File: config.mk
export PLATFORM = sky130hd
export DESIGN_NAME = uart_regif
export DESIGN_NICKNAME = d
export VERILOG_FILES = /design/src/rtl/uart_regif_pkg.sv /design/src/rtl/uart_regif_decode.sv /design/src/rtl/uart_regif_status.sv /design/src/rtl/uart_regif_irq.sv /design/src/rtl/uart_regif.sv
export SDC_FILE = /design/constraint.sdc
export NUM_CORES = 1
export LEC_CHECK = 0
export BUFFER_PORTS_ARGS = -buffer_cell sky130_fd_sc_hd__buf_4
export CAP_MARGIN = 40
export CORE_UTILIZATION = 30
export DETAILED_ROUTE_END_ITERATION = 16
export SLEW_MARGIN = 30
export SYNTH_ARGS = -nofsm -noshare
export SYNTH_HDL_FRONTEND = slang
export SYNTH_HIERARCHICAL = 1
export SYNTH_SLANG_ARGS = --single-unit
File: constraint.sdc
create_clock -name clk -period 2.1 [get_ports clk]
set_input_delay 0.21 -clock clk [delete_from_list [all_inputs] [get_ports clk]]
set_output_delay 0.21 -clock clk [all_outputs]
set_load 0.005 [all_outputs]
File: src/rtl/uart_regif_pkg.sv
package uart_regif_pkg;

  localparam int NREG  = 8;
  localparam int IEN_W = 4;
  localparam int LCR_W = 7;
  localparam int MCR_W = 2;

  typedef enum logic [2:0] {
    OFF_DATA     = 3'd0,
    OFF_IEN      = 3'd1,
    OFF_ID       = 3'd2,
    OFF_LINECFG  = 3'd3,
    OFF_MODEMCTL = 3'd4,
    OFF_LSTAT    = 3'd5,
    OFF_MSTAT    = 3'd6,
    OFF_DIVISOR  = 3'd7
  } reg_off_e;

  // line status bit positions
  localparam int LS_READY   = 0;
  localparam int LS_OVERRUN = 1;
  localparam int LS_PARITY  = 2;
  localparam int LS_FRAME   = 3;
  localparam int LS_BREAK   = 4;
  localparam int LS_TXHOLD  = 5;
  localparam int LS_TXIDLE  = 6;

  // interrupt enable bit positions
  localparam int EN_RXDATA = 0;
  localparam int EN_TXHOLD = 1;
  localparam int EN_LINE   = 2;
  localparam int EN_MODEM  = 3;

  // identification codes
  localparam logic [2:0] ID_LINE  = 3'h6;
  localparam logic [2:0] ID_RX    = 3'h4;
  localparam logic [2:0] ID_TX    = 3'h2;
  localparam logic [2:0] ID_MODEM = 3'h0;
  localparam logic [2:0] ID_NONE  = 3'h1;

endpackage

File: src/rtl/uart_regif_decode.sv
module uart_regif_decode
  import uart_regif_pkg::*;
#(
  parameter int ADDR_W = 6
) (
  input  logic [ADDR_W-1:0] bus_addr,
  input  logic              bus_we,
  input  logic              bus_re,
  output logic [NREG-1:0]   wr_sel,
  output logic [NREG-1:0]   rd_sel
);

  localparam int OFF_W = ADDR_W - 2;

  logic [OFF_W-1:0] word_off;
  logic             in_map;
  logic             unused_lowbits;

  assign word_off       = bus_addr[ADDR_W-1:2];
  assign unused_lowbits = ^bus_addr[1:0];
  assign in_map         = (word_off < OFF_W'(NREG));

  for (genvar g = 0; g < NREG; g++) begin : g_sel
    logic hit;
    assign hit       = in_map && (word_off == OFF_W'(g));
    assign wr_sel[g] = hit && bus_we;
    assign rd_sel[g] = hit && bus_re;
  end

endmodule

File: src/rtl/uart_regif_status.sv
module uart_regif_status
  import uart_regif_pkg::*;
#(
  parameter int DATA_W = 8
) (
  input  logic              clk,
  input  logic              rst,
  input  logic [DATA_W-1:0] rx_byte,
  input  logic              rx_valid,
  input  logic              rd_data,
  input  logic              rd_lstat,
  input  logic              rd_mstat,
  input  logic              err_parity,
  input  logic              err_frame,
  input  logic              err_break,
  input  logic [3:0]        modem_delta,
  input  logic [3:0]        modem_level,
  output logic [DATA_W-1:0] rx_hold,
  output logic [7:0]        lstat,
  output logic [7:0]        mstat
);

  logic       ready_q, ovr_q, par_q, frm_q, brk_q;
  logic [3:0] dlt_q, lvl_q;
  logic       ovr_set;

  assign ovr_set = rx_valid && ready_q && !rd_data;

  always_ff @(posedge clk) begin
    if (rst) begin
      rx_hold <= '0;
      ready_q <= 1'b0;
      ovr_q   <= 1'b0;
      par_q   <= 1'b0;
      frm_q   <= 1'b0;
      brk_q   <= 1'b0;
      dlt_q   <= '0;
      lvl_q   <= '0;
    end else begin
      if (rx_valid) begin
        rx_hold <= rx_byte;
        ready_q <= 1'b1;
      end else if (rd_data) begin
        ready_q <= 1'b0;
      end
      ovr_q <= ovr_set    || (ovr_q && !rd_lstat);
      par_q <= err_parity || (par_q && !rd_lstat);
      frm_q <= err_frame  || (frm_q && !rd_lstat);
      brk_q <= err_break  || (brk_q && !rd_lstat);
      dlt_q <= modem_delta | (rd_mstat ? 4'h0 : dlt_q);
      lvl_q <= modem_level;
    end
  end

  always_comb begin
    lstat             = '0;
    lstat[LS_READY]   = ready_q;
    lstat[LS_OVERRUN] = ovr_q;
    lstat[LS_PARITY]  = par_q;
    lstat[LS_FRAME]   = frm_q;
    lstat[LS_BREAK]   = brk_q;
    lstat[LS_TXHOLD]  = 1'b1;
    lstat[LS_TXIDLE]  = 1'b1;
  end

  assign mstat = {lvl_q, dlt_q};

endmodule

File: src/rtl/uart_regif_irq.sv
module uart_regif_irq
  import uart_regif_pkg::*;
(
  input  logic [5:0]       lstat,
  input  logic [3:0]       mdelta,
  input  logic [IEN_W-1:0] ien,
  output logic [2:0]       id_code,
  output logic             irq
);

  logic want_line, want_rx, want_tx, want_modem;

  assign want_line  = (|lstat[LS_BREAK:LS_OVERRUN]) && ien[EN_LINE];
  assign want_rx    = lstat[LS_READY] && ien[EN_RXDATA];
  assign want_tx    = lstat[LS_TXHOLD] && ien[EN_TXHOLD];
  assign want_modem = (|mdelta) && ien[EN_MODEM];

  always_comb begin
    if (want_line)       id_code = ID_LINE;
    else if (want_rx)    id_code = ID_RX;
    else if (want_tx)    id_code = ID_TX;
    else if (want_modem) id_code = ID_MODEM;
    else                 id_code = ID_NONE;
  end

  assign irq = want_line | want_rx | want_tx | want_modem;

endmodule

File: src/rtl/uart_regif.sv
module uart_regif
  import uart_regif_pkg::*;
#(
  parameter int ADDR_W = 6,
  parameter int DATA_W = 8,
  parameter int DIV_W  = 32
) (
  input  logic              clk,
  input  logic              rst,
  input  logic [ADDR_W-1:0] bus_addr,
  input  logic [31:0]       bus_wdata,
  input  logic              bus_we,
  input  logic              bus_re,
  output logic [31:0]       bus_rdata,
  input  logic [DATA_W-1:0] rx_byte,
  input  logic              rx_valid,
  output logic              rx_ready,
  output logic [DATA_W-1:0] tx_byte,
  output logic              tx_strobe,
  input  logic              err_parity,
  input  logic              err_frame,
  input  logic              err_break,
  input  logic [3:0]        modem_delta,
  input  logic [3:0]        modem_level,
  output logic [LCR_W-1:0]  line_cfg,
  output logic [MCR_W-1:0]  modem_ctl,
  output logic [DIV_W-1:0]  baud_div,
  output logic              irq
);

  logic [NREG-1:0]   wr_sel, rd_sel;
  logic [DATA_W-1:0] rx_hold;
  logic [7:0]        lsr_q, msr_q;
  logic [2:0]        iir_code;
  logic [IEN_W-1:0]  ier_q;
  logic [31:0]       rd_next;

  uart_regif_decode #(.ADDR_W(ADDR_W)) u_dec (
    .bus_addr (bus_addr),
    .bus_we   (bus_we),
    .bus_re   (bus_re),
    .wr_sel   (wr_sel),
    .rd_sel   (rd_sel)
  );

  uart_regif_status #(.DATA_W(DATA_W)) u_stat (
    .clk         (clk),
    .rst         (rst),
    .rx_byte     (rx_byte),
    .rx_valid    (rx_valid),
    .rd_data     (rd_sel[OFF_DATA]),
    .rd_lstat    (rd_sel[OFF_LSTAT]),
    .rd_mstat    (rd_sel[OFF_MSTAT]),
    .err_parity  (err_parity),
    .err_frame   (err_frame),
    .err_break   (err_break),
    .modem_delta (modem_delta),
    .modem_level (modem_level),
    .rx_hold     (rx_hold),
    .lstat       (lsr_q),
    .mstat       (msr_q)
  );

  uart_regif_irq u_irq (
    .lstat   (lsr_q[5:0]),
    .mdelta  (msr_q[3:0]),
    .ien     (ier_q),
    .id_code (iir_code),
    .irq     (irq)
  );

  logic unused_lsr_hi;
  assign unused_lsr_hi = ^lsr_q[7:6];
  assign rx_ready = !lsr_q[LS_READY];

  // configuration and transmit registers
  always_ff @(posedge clk) begin
    if (rst) begin
      ier_q     <= '0;
      line_cfg  <= '0;
      modem_ctl <= '0;
      baud_div  <= '0;
      tx_byte   <= '0;
      tx_strobe <= 1'b0;
    end else begin
      if (wr_sel[OFF_IEN])      ier_q     <= bus_wdata[IEN_W-1:0];
      if (wr_sel[OFF_LINECFG])  line_cfg  <= bus_wdata[LCR_W-1:0];
      if (wr_sel[OFF_MODEMCTL]) modem_ctl <= bus_wdata[MCR_W-1:0];
      if (wr_sel[OFF_DIVISOR])  baud_div  <= bus_wdata[DIV_W-1:0];
      tx_strobe <= wr_sel[OFF_DATA];
      if (wr_sel[OFF_DATA])     tx_byte   <= bus_wdata[DATA_W-1:0];
    end
  end

  // registered read path
  always_comb begin
    rd_next = '0;
    if (rd_sel[OFF_DATA])  rd_next[DATA_W-1:0] = rx_hold;
    if (rd_sel[OFF_ID])    rd_next[2:0]        = iir_code;
    if (rd_sel[OFF_LSTAT]) rd_next[7:0]        = lsr_q;
    if (rd_sel[OFF_MSTAT]) rd_next[7:0]        = msr_q;
  end

  always_ff @(posedge clk) begin
    if (rst)         bus_rdata <= '0;
    else if (bus_re) bus_rdata <= rd_next;
  end

endmodule

# --- Yosys cells after proc, flatten, opt, wreduce, memory -nomap -nowiden ---
# Cells that the tools add are included.
word_totals:
  input_bits: 62
  output_inout_bits: 84
  ff_bits: 83
classes:
  n_lt_le_gt_ge: 1
  n_eq_ne: 7
  reduce_logical: 37
  bitwise: 4
  mux: 11
ops:
  columns: ["cell", "n"]
  rows:
  - ["$logic_and 1x1->1", 26]
  - ["$mux 8", 3]
  - ["$eq 4x3->1 const B", 4]
  - ["$mux 3", 4]
  - ["$eq 4x2->1 const B", 2]
  - ["$reduce_or 4->1", 2]
  - ["$eq 4x1->1 const B", 1]
  - ["$logic_not 4->1", 1]
  - ["$logic_or 1x1->1", 4]
  - ["$lt 4x4->1 const B", 1]
  - ["$mux 4", 1]
  - ["$or 4x4->4", 1]
  - ["$logic_not 1->1", 3]
  - ["$mux 1", 3]
  - ["$or 1x1->1", 3]
  - ["$reduce_bool 2->1", 1]

# --- Depth between registers and ports, before layout ---
# Gate-level depths: netlist of run 1.
depth:
  word_depth: 9
  mapped_depth: 6

# --- By module ---
# Netlist of run 1, hierarchy kept.
modules_own_cells:
  columns: ["module", "area_each_um2", "seq_area_each_um2", "cells_each", "n_inst"]
  rows:
  - ["uart_regif", 2553.7, 1241.2, 253, 1]
  - ["uart_regif_status", 785.8, 420.4, 80, 1]
  - ["uart_regif_decode", 128.9, 0.0, 23, 1]
  - ["uart_regif_irq", 62.6, 0.0, 9, 1]

# --- Worst setup path before layout of run 1 ---
# OpenSTA, ideal clock, no wires.
synth_timing:
  path_kind: "flip-flop to flip-flop"
  start: "register u_stat.brk_q"
  end: "register bus_rdata[0]"
  path_stages_with_launch: 7
  synth_period_minus_slack_ps: 1528
  n_path_buf: 1
  arrival_ps: 1443
  path_slack_ps: 572
  required_ps: 2014
  cell_sequence: "dfxtp_1 buf_4 o41ai_2 and4_1 and3b_2 a31oi_1 a211oi_1"
synth_between:
  elab_chain_len: 6
synth_rtl:
  columns: ["item", "line", "rtl"]
  rows:
  - ["start, declared", "uart_regif_status.sv:23", "logic ready_q, ovr_q, par_q, frm_q, brk_q;"]
  - ["start signal, assigned", "uart_regif_status.sv:49", "brk_q <= err_break || (brk_q && !rd_lstat);"]
  - ["$reduce_or 4->1", "uart_regif_irq.sv:13", "assign want_line = (|lstat[LS_BREAK:LS_OVERRUN]) && ien[EN_LINE];"]
  - ["$logic_and 1x1->1", "uart_regif_irq.sv:13", null]
  - ["$mux 3", "uart_regif_irq.sv:19", "if (want_line) id_code = ID_LINE;"]
  - ["via iir_code[0]", "uart_regif.sv:34", "logic [2:0] iir_code;"]
  - ["$mux 3", "uart_regif.sv:99", "if (rd_sel[OFF_ID]) rd_next[2:0] = iir_code;"]
  - ["$mux 8", "uart_regif.sv:100", "if (rd_sel[OFF_LSTAT]) rd_next[7:0] = lsr_q;"]
  - ["$mux 8", "uart_regif.sv:101", "if (rd_sel[OFF_MSTAT]) rd_next[7:0] = msr_q;"]
  - ["end signal, assigned", "uart_regif.sv:106", "else if (bus_re) bus_rdata <= rd_next;"]
  - ["end, declared", "uart_regif.sv:14", "output logic [31:0] bus_rdata,"]
# The timed path passes the listed nets, and every way through them passes these cells.
# A chain may end at the register's enable or synchronous reset.

# --- Worst setup path after layout of run 1 ---
layout_timing:
  start: "register u_stat.dlt_q[0]"
  end: "output irq"
layout_between:
  elab_chain_len: 3
layout_rtl:
  columns: ["item", "line", "rtl"]
  rows:
  - ["start, declared", "uart_regif_status.sv:24", "logic [3:0] dlt_q, lvl_q;"]
  - ["start signal, assigned", "uart_regif_status.sv:50", "dlt_q <= modem_delta | (rd_mstat ? 4'h0 : dlt_q);"]
  - ["$reduce_or 4->1", "uart_regif_irq.sv:16", "assign want_modem = (|mdelta) && ien[EN_MODEM];"]
  - ["$logic_and 1x1->1", "uart_regif_irq.sv:16", null]
  - ["$or 1x1->1", "uart_regif_irq.sv:26", "assign irq = want_line | want_rx | want_tx | want_modem;"]
  - ["end, declared", "uart_regif.sv:28", "output logic irq"]
# No other way between the ends.

==> summary.txt, run 1 <==
Global routing
  • Global-route wire length before repair: 12.6 mm
  • Pin count of the biggest net entering global routing: 36
  • GR Overflow Total: 0
  • Vias in the first global route: 2484
  • Global Route Usage Sum: 0.139
  • Initial antenna violation count: 0

Power
  • Power Density: 773 nW/um^2
  • P_leak: 2.04 nW
  • Peak supply drop: 0.438 mV
  • Combinational Power Share: 0.075
  • Seq pwr share: 0.449
  • Sw Pwr: 784 uW
  • Clock power frac: 0.476
  • Switch share: 0.214
  • Pint: 2.88 mW

Clocking
  • CTS tree: built
  • Root Buffer: clkbuf_16
  • Post_cts resized: 0
  • Clk sinks: 83
  • H-Tree Level Count: 3
  • Num CTS Buffers: 9
  • CTS hold repair buffers: 0
  • Post-CTS Setup Bufs: 0
  • Clk slew on worst S/H paths: 0.06 ns
  • Clock Latency Late Sink: 0.33 ns
  • Max Root-Sink Buffers: 2

Worst setup path
  • Critical path class: flop to primary output
  • R2r setup slk: 0.39 ns
  • Critical Path Start: u_stat/dlt_q[0]
  • CP Launch Type: flop
  • CP arrival: 1.60 ns
  • R2r worst-path depth: 5
  • Worst Setup EP: irq
  • Largest fanout on the critical path: 3
  • Reg2reg start: u_stat/dlt_q[0]
  • Crit path required time: 1.89 ns
  • Reg2Reg Capture Point: bus_rdata[0]
  • CP endpoint kind: primary output

STA
  • Slew Viols, Final: 0
  • Hold Worst Slack: 0.0953 ns
  • FMAX: 553 MHz
  • Setup violations, final: 0
  • RSZ-0062 raised after global routing: no
  • Crit path time final: 1.81 ns
  • Clock skew: 0.00804 ns
  • Worst-margin pin slew: 0.528 ns
  • Slew margin rel.: 0.643
  • Final Hold Vio Count: 0
  • Fin crit share: 0.861
  • TNS Setup: 0 ns

Floorplanning
  • Row cnt: 39
  • Die ar.: 12100 um^2
  • Starting density of the core: 0.307
  • I/O pin total: 146
  • DIE WIDTH: 110 um
  • CORE AREA: 11400 um^2
  • Die height: 110 um

Synth
  • Yosys warnings: 6
  • Mapped Area: 3500 um^2
  • Cell count after synthesis: 358
  • Mean Syn Cell Area: 9.79 um^2

Min path
  • Worst Hold Class: primary input to flop
  • Hold path start: modem_level[3]

Routing
  • DRT iter0 DRCs: 173
  • DR vias: 2766
  • Final wirelength: 8.26 mm
  • First-pass detailed-route iteration total: 4
  • Drt drc: 0
  • Routed Antenna Nets: 0
  • Routed wire per std cell: 13.4 um
  • Vias per std cell: 4.48

Final layout
  • # fillers: 1154
  • Final nets: 531
  • Share of layout cells above drive strength 1: 0.333
  • Diodes inserted: 0
  • Area grow syn2layout: 35.2%
  • Post-route design area: 4740 um^2

Run
  • MaxCap Viol Count: 0

Place
  • RePlAce Congestion: 0.751
  • Post-DP HPWL: 6.07 mm
  • Placed instance area: 4400 um^2
  • I/O Buffers: 119

Run status
  • Status: completed
## worst min path at each step
stage	end	slack [ns]	depth (start not counted)
finish	u_stat/lvl_q[3]	0.1	2
global route	baud_div[20]	0.10	3
CTS	u_stat/lvl_q[3]	0.08	2
detailed placement	u_stat/lvl_q[3]	0.43	2
global placement	u_stat/lvl_q[1]	0.43	2
floorplan	u_stat/lvl_q[0]	0.28	1
## worst max-delay path: stages (launching register included)
cell and delay [ns]:
dfxtp_1 0.34, o41ai_1 0.55, nand4_1 0.19, buf_4 0.18
## cell type report
| cell class | instances | area, um^2 | area share |
|---|---|---|---|
| clock inverters | 5 | 83.8 | 0.0177 |
| clock buffers | 11 | 253 | 0.0534 |
| flip-flops and latches | 83 | 1660 | 0.351 |
| well taps | 143 | 179 | 0.0378 |
| repair buffers | 127 | 966 | 0.204 |
| inverters | 10 | 37.5 | 0.00793 |
| multi-input cells | 238 | 1560 | 0.328 |
## power groups by stage
stage / Combinational [mW] / Clock, mW / Sequential (mW)
after floorplan: 0.178 / 0 / 1.67
after global placement: 0.274 / 0 / 1.68
after detailed placement: 0.278 / 0 / 1.68
after CTS: 0.279 / 1.79 / 1.64
after global routing: 0.310 / 1.86 / 1.65
final: 0.275 / 1.74 / 1.64
## metrics by stage
step / setup WS (ns) / util / instances / power (mW)
floorplan: 0.572 / - / 382 / 1.85
global placement: 0.487 / 0.385 / 601 / 1.95
detailed placement: 0.446 / 0.385 / 601 / 1.96
CTS: 0.328 / 0.415 / 617 / 3.72
global route: 0.249 / 0.415 / 617 / 3.82
finish: 0.293 / 0.415 / 617 / 3.66
## state kept, by name (all words and copies together), names as in the netlist, 2 cells and up
name	count
baud_div	32
bus_rdata	8
ier_q	4
line_cfg	7
modem_ctl	2
tx_byte	8
u_stat/dlt_q	4
u_stat/lvl_q	4
u_stat/rx_hold	8
## routing by layer
metal,up-vias,part of all wire,global-route usage
met3,5,0.049,0.0406
met2,81,0.50,0.214
li1,1371,-,-
met1,1309,0.44,0.182
met4,0,0.010,0.0562
met5,-,0,0
## placed cells by master (no fill, tap or decap), types with 3 or more instances in the layout
cell type,instances
and2b_2,3
o32ai_1,5
buf_4,126
dfxtp_1,83
inv_1,8
clkbuf_16,9
conb_1,27
o22ai_1,3
a21oi_1,8
a221oi_1,8
nor2b_1,10
nor2_1,66
nand2_1,10
a211oi_1,3
nand2b_1,11
a31oi_1,3
mux2i_1,61
No activity file was read; power rests on OpenSTA's default activity.
==> run 2, diff against run 1 <==
--- a/config.mk
+++ b/config.mk
@@ -9,6 +9,7 @@
 export CAP_MARGIN = 40
 export CORE_UTILIZATION = 30
 export DETAILED_ROUTE_END_ITERATION = 16
+export GPL_TIMING_DRIVEN = 0
 export SLEW_MARGIN = 30
 export SYNTH_ARGS = -nofsm -noshare
 export SYNTH_HDL_FRONTEND = slang
==> run 2 against run 1 <==
Clock-buffer cell count unchanged. Combinational power grew 20%. Worst setup slack worse by 0.088 ns. Critical path depth rose by 1. Fmax is 4.6% lower. Flip-flop and latch count unchanged. Sequential power about the same. Global-route usage grew 0.27 points. Utilization up 2.0 points. Cell count is 6.8% higher. Via count is 4.2% higher. Wire length rose by 2.7%.
==> summary.txt, run 2 (synthesis results as in run 1) <==
Global routing
  • Global-route wire length before repair: 13.0 mm (was 12.6 mm)
  • Vias in the first global route: 2587 (was 2484)
  • Global Route Usage Sum: 0.142 (was 0.139)
  • Initial antenna violation count: 0 (unchanged)
  • GR Overflow Total: 0 (unchanged)
  • Pin count of the biggest net entering global routing: 15 (was 36)

Final layout
  • Register area: 1660 um^2 (unchanged)
  • Final std cells w/o fill: 659 (was 617)
  • Most frequent cells in the layout: buf_4 (153), dfxtp_1 (83), nor2_1 (67) (was buf_4 (126), dfxtp_1 (83), nor2_1 (66))
  • Diodes inserted: 0 (unchanged)
  • Share of layout cells above drive strength 1: 0.372 (was 0.333)
  • Max FFs per register: 32 (unchanged)
  • Multi-input gate area: 1550 um^2 (was 1560 um^2)
  • Largest Register: baud_div (unchanged)
  • # fillers: 1164 (was 1154)
  • Area grow syn2layout: 41.9% (was 35.2%)
  • Final nets: 573 (was 531)
  • Commonest non-fill, non-tap cell in the layout: buf_4 (unchanged)

Place
  • Post-DP HPWL: 6.61 mm (was 6.07 mm)
  • I/O Buffers: 118 (was 119)
  • RePlAce Congestion: 0.800 (was 0.751)
  • DP Cell Count: 643 (was 601)

Routing
  • First-pass detailed-route iteration total: 4 (unchanged)
  • Drt drc: 0 (unchanged)
  • Vias per std cell: 4.37 (was 4.48)
  • Routed Antenna Nets: 0 (unchanged)
  • DRT iter0 DRCs: 217 (was 173)
  • Routed wire per std cell: 12.9 um (was 13.4 um)
  • DR vias: 2883 (was 2766)
  • Final wirelength: 8.49 mm (was 8.26 mm)

STA
  • FMAX: 528 MHz (was 553 MHz)
  • Worst-margin pin slew: 0.639 ns (was 0.528 ns)
  • Crit path time final: 1.90 ns (was 1.81 ns)
  • Clock skew: 0.00798 ns (was 0.00804 ns)
  • Slew margin rel.: 0.573 (was 0.643)
  • Fin crit share: 0.903 (was 0.861)
  • RSZ-0062 raised after global routing: no (unchanged)
  • Final Hold Vio Count: 0 (unchanged)
  • Slew Viols, Final: 0 (unchanged)
  • Setup violations, final: 0 (unchanged)
  • TNS Setup: 0 ns (unchanged)

Clocking
  • Clk slew on worst S/H paths: 0.06 ns (about the same)
  • Clock Latency Late Sink: 0.33 ns (about the same)
  • Clk sinks: 83 (unchanged)
  • Max Root-Sink Buffers: 2 (unchanged)
  • Post-CTS Setup Bufs: 0 (unchanged)
  • CTS hold repair buffers: 0 (unchanged)
  • Post_cts resized: 0 (unchanged)
  • Num CTS Buffers: 9 (unchanged)
  • H-Tree Level Count: 3 (unchanged)
  • CTS tree: built (unchanged)
  • Root Buffer: clkbuf_16 (unchanged)

Floorplanning
  • CORE AREA: 11400 um^2 (unchanged)
  • I/O pin total: 146 (unchanged)
  • Die ar.: 12100 um^2 (unchanged)
  • Die height: 110 um (unchanged)
  • Starting density of the core: 0.307 (unchanged)
  • DIE WIDTH: 110 um (unchanged)
  • Row cnt: 39 (unchanged)

Worst setup path
  • Largest fanout on the critical path: 4 (was 3)
  • CP endpoint kind: primary output (unchanged)
  • Cell mode on critical path: buf_4
  • Largest stage delay, worst path: 0.50 ns (was 0.55 ns)
  • Crit path required time: 1.89 ns (about the same)
  • CP Launch Type: flop (unchanged)
  • CP arrival: 1.69 ns (was 1.60 ns)
  • CP Cell Sequence: buf_4, o41ai_2, nand4_1, buf_4 (was o41ai_1, nand4_1, buf_4)
  • Slowest-stage cell, CP: o41ai_2 (was o41ai_1)
  • Critical path class: flop to primary output (unchanged)

Power
  • Peak supply drop: 0.407 mV (was 0.438 mV)
  • P_leak: 2.22 nW (was 2.04 nW)
  • Power Density: 720 nW/um^2 (was 773 nW/um^2)

Run
  • MaxCap Viol Count: 0 (unchanged)

Run status
  • Status: completed (unchanged)

Min path
  • Worst Hold Class: primary input to flop (unchanged)
run 2: changes by cell type in the layout (fill, tap and decap cells not counted), sizes merged:
cell,change
bufinv,-1
clkbuf,+7
buf,+35
clkinvlp,+1
run 2: per-layer routing:
metal | up-vias | wire (um) | GRT usage
met5 | - | 0 | 0
met4 | 0 | 150 | 0.0714
li1 | 1459 | - | -
met2 | 83 | 4090 | 0.231
met1 | 1330 | 3880 | 0.182
met3 | 11 | 372 | 0.0200
run 2: final cells by class:
type,count,area share
clock inverter,5,0.0118
inverter,10,0.00755
tap,143,0.0360
clock buffer,11,0.0509
buffer,51,0.0697
sequential,83,0.334
multi-input combinational,238,0.311
timing repair buffer,118,0.178
run 2: path summary, 6_finish.rpt:
path	depth (start not counted)	from	slack [ns]	endpoint
min reg2reg	2	u_stat/brk_q	0.48	u_stat/brk_q
min	2	rst	0.07	u_stat/lvl_q[0]
max reg2reg	6	u_stat/brk_q	0.33	bus_rdata[1]
max	4	u_stat/brk_q	0.20	irq
run 2: report_power, final:
part | internal, mW | switching [mW]
sequential | 1.62 | 0.0238
clock | 0.987 | 0.620
combinational | 0.189 | 0.143
total | 2.79 | 0.786
run 2: worst max-delay path: cells and delay by family (launching register included):
kind                   cells  cell delay (ns)
and+or+nand+nor            1             0.22
DFF                        1             0.31
buffers and inverters      2             0.33
AOI/OAI and AO/OA          1             0.50
run 2: metrics by stage:
| stage | util | hold WS [ns] | power [mW] | setup WS [ns] | cell area (um^2) |
|---|---|---|---|---|---|
| after CTS | 0.435 | 0.0679 | 3.63 | 0.211 | 4970 |
| after global placement | 0.408 | 0.413 | 2.00 | 0.192 | 4660 |
| final | 0.435 | 0.0748 | 3.58 | 0.205 | 4970 |
| after floorplan | - | 0.282 | 1.85 | 0.572 | 3590 |
| after global routing | 0.435 | 0.0770 | 3.74 | 0.168 | 4970 |
| after detailed placement | 0.408 | 0.419 | 2.01 | 0.233 | 4660 |
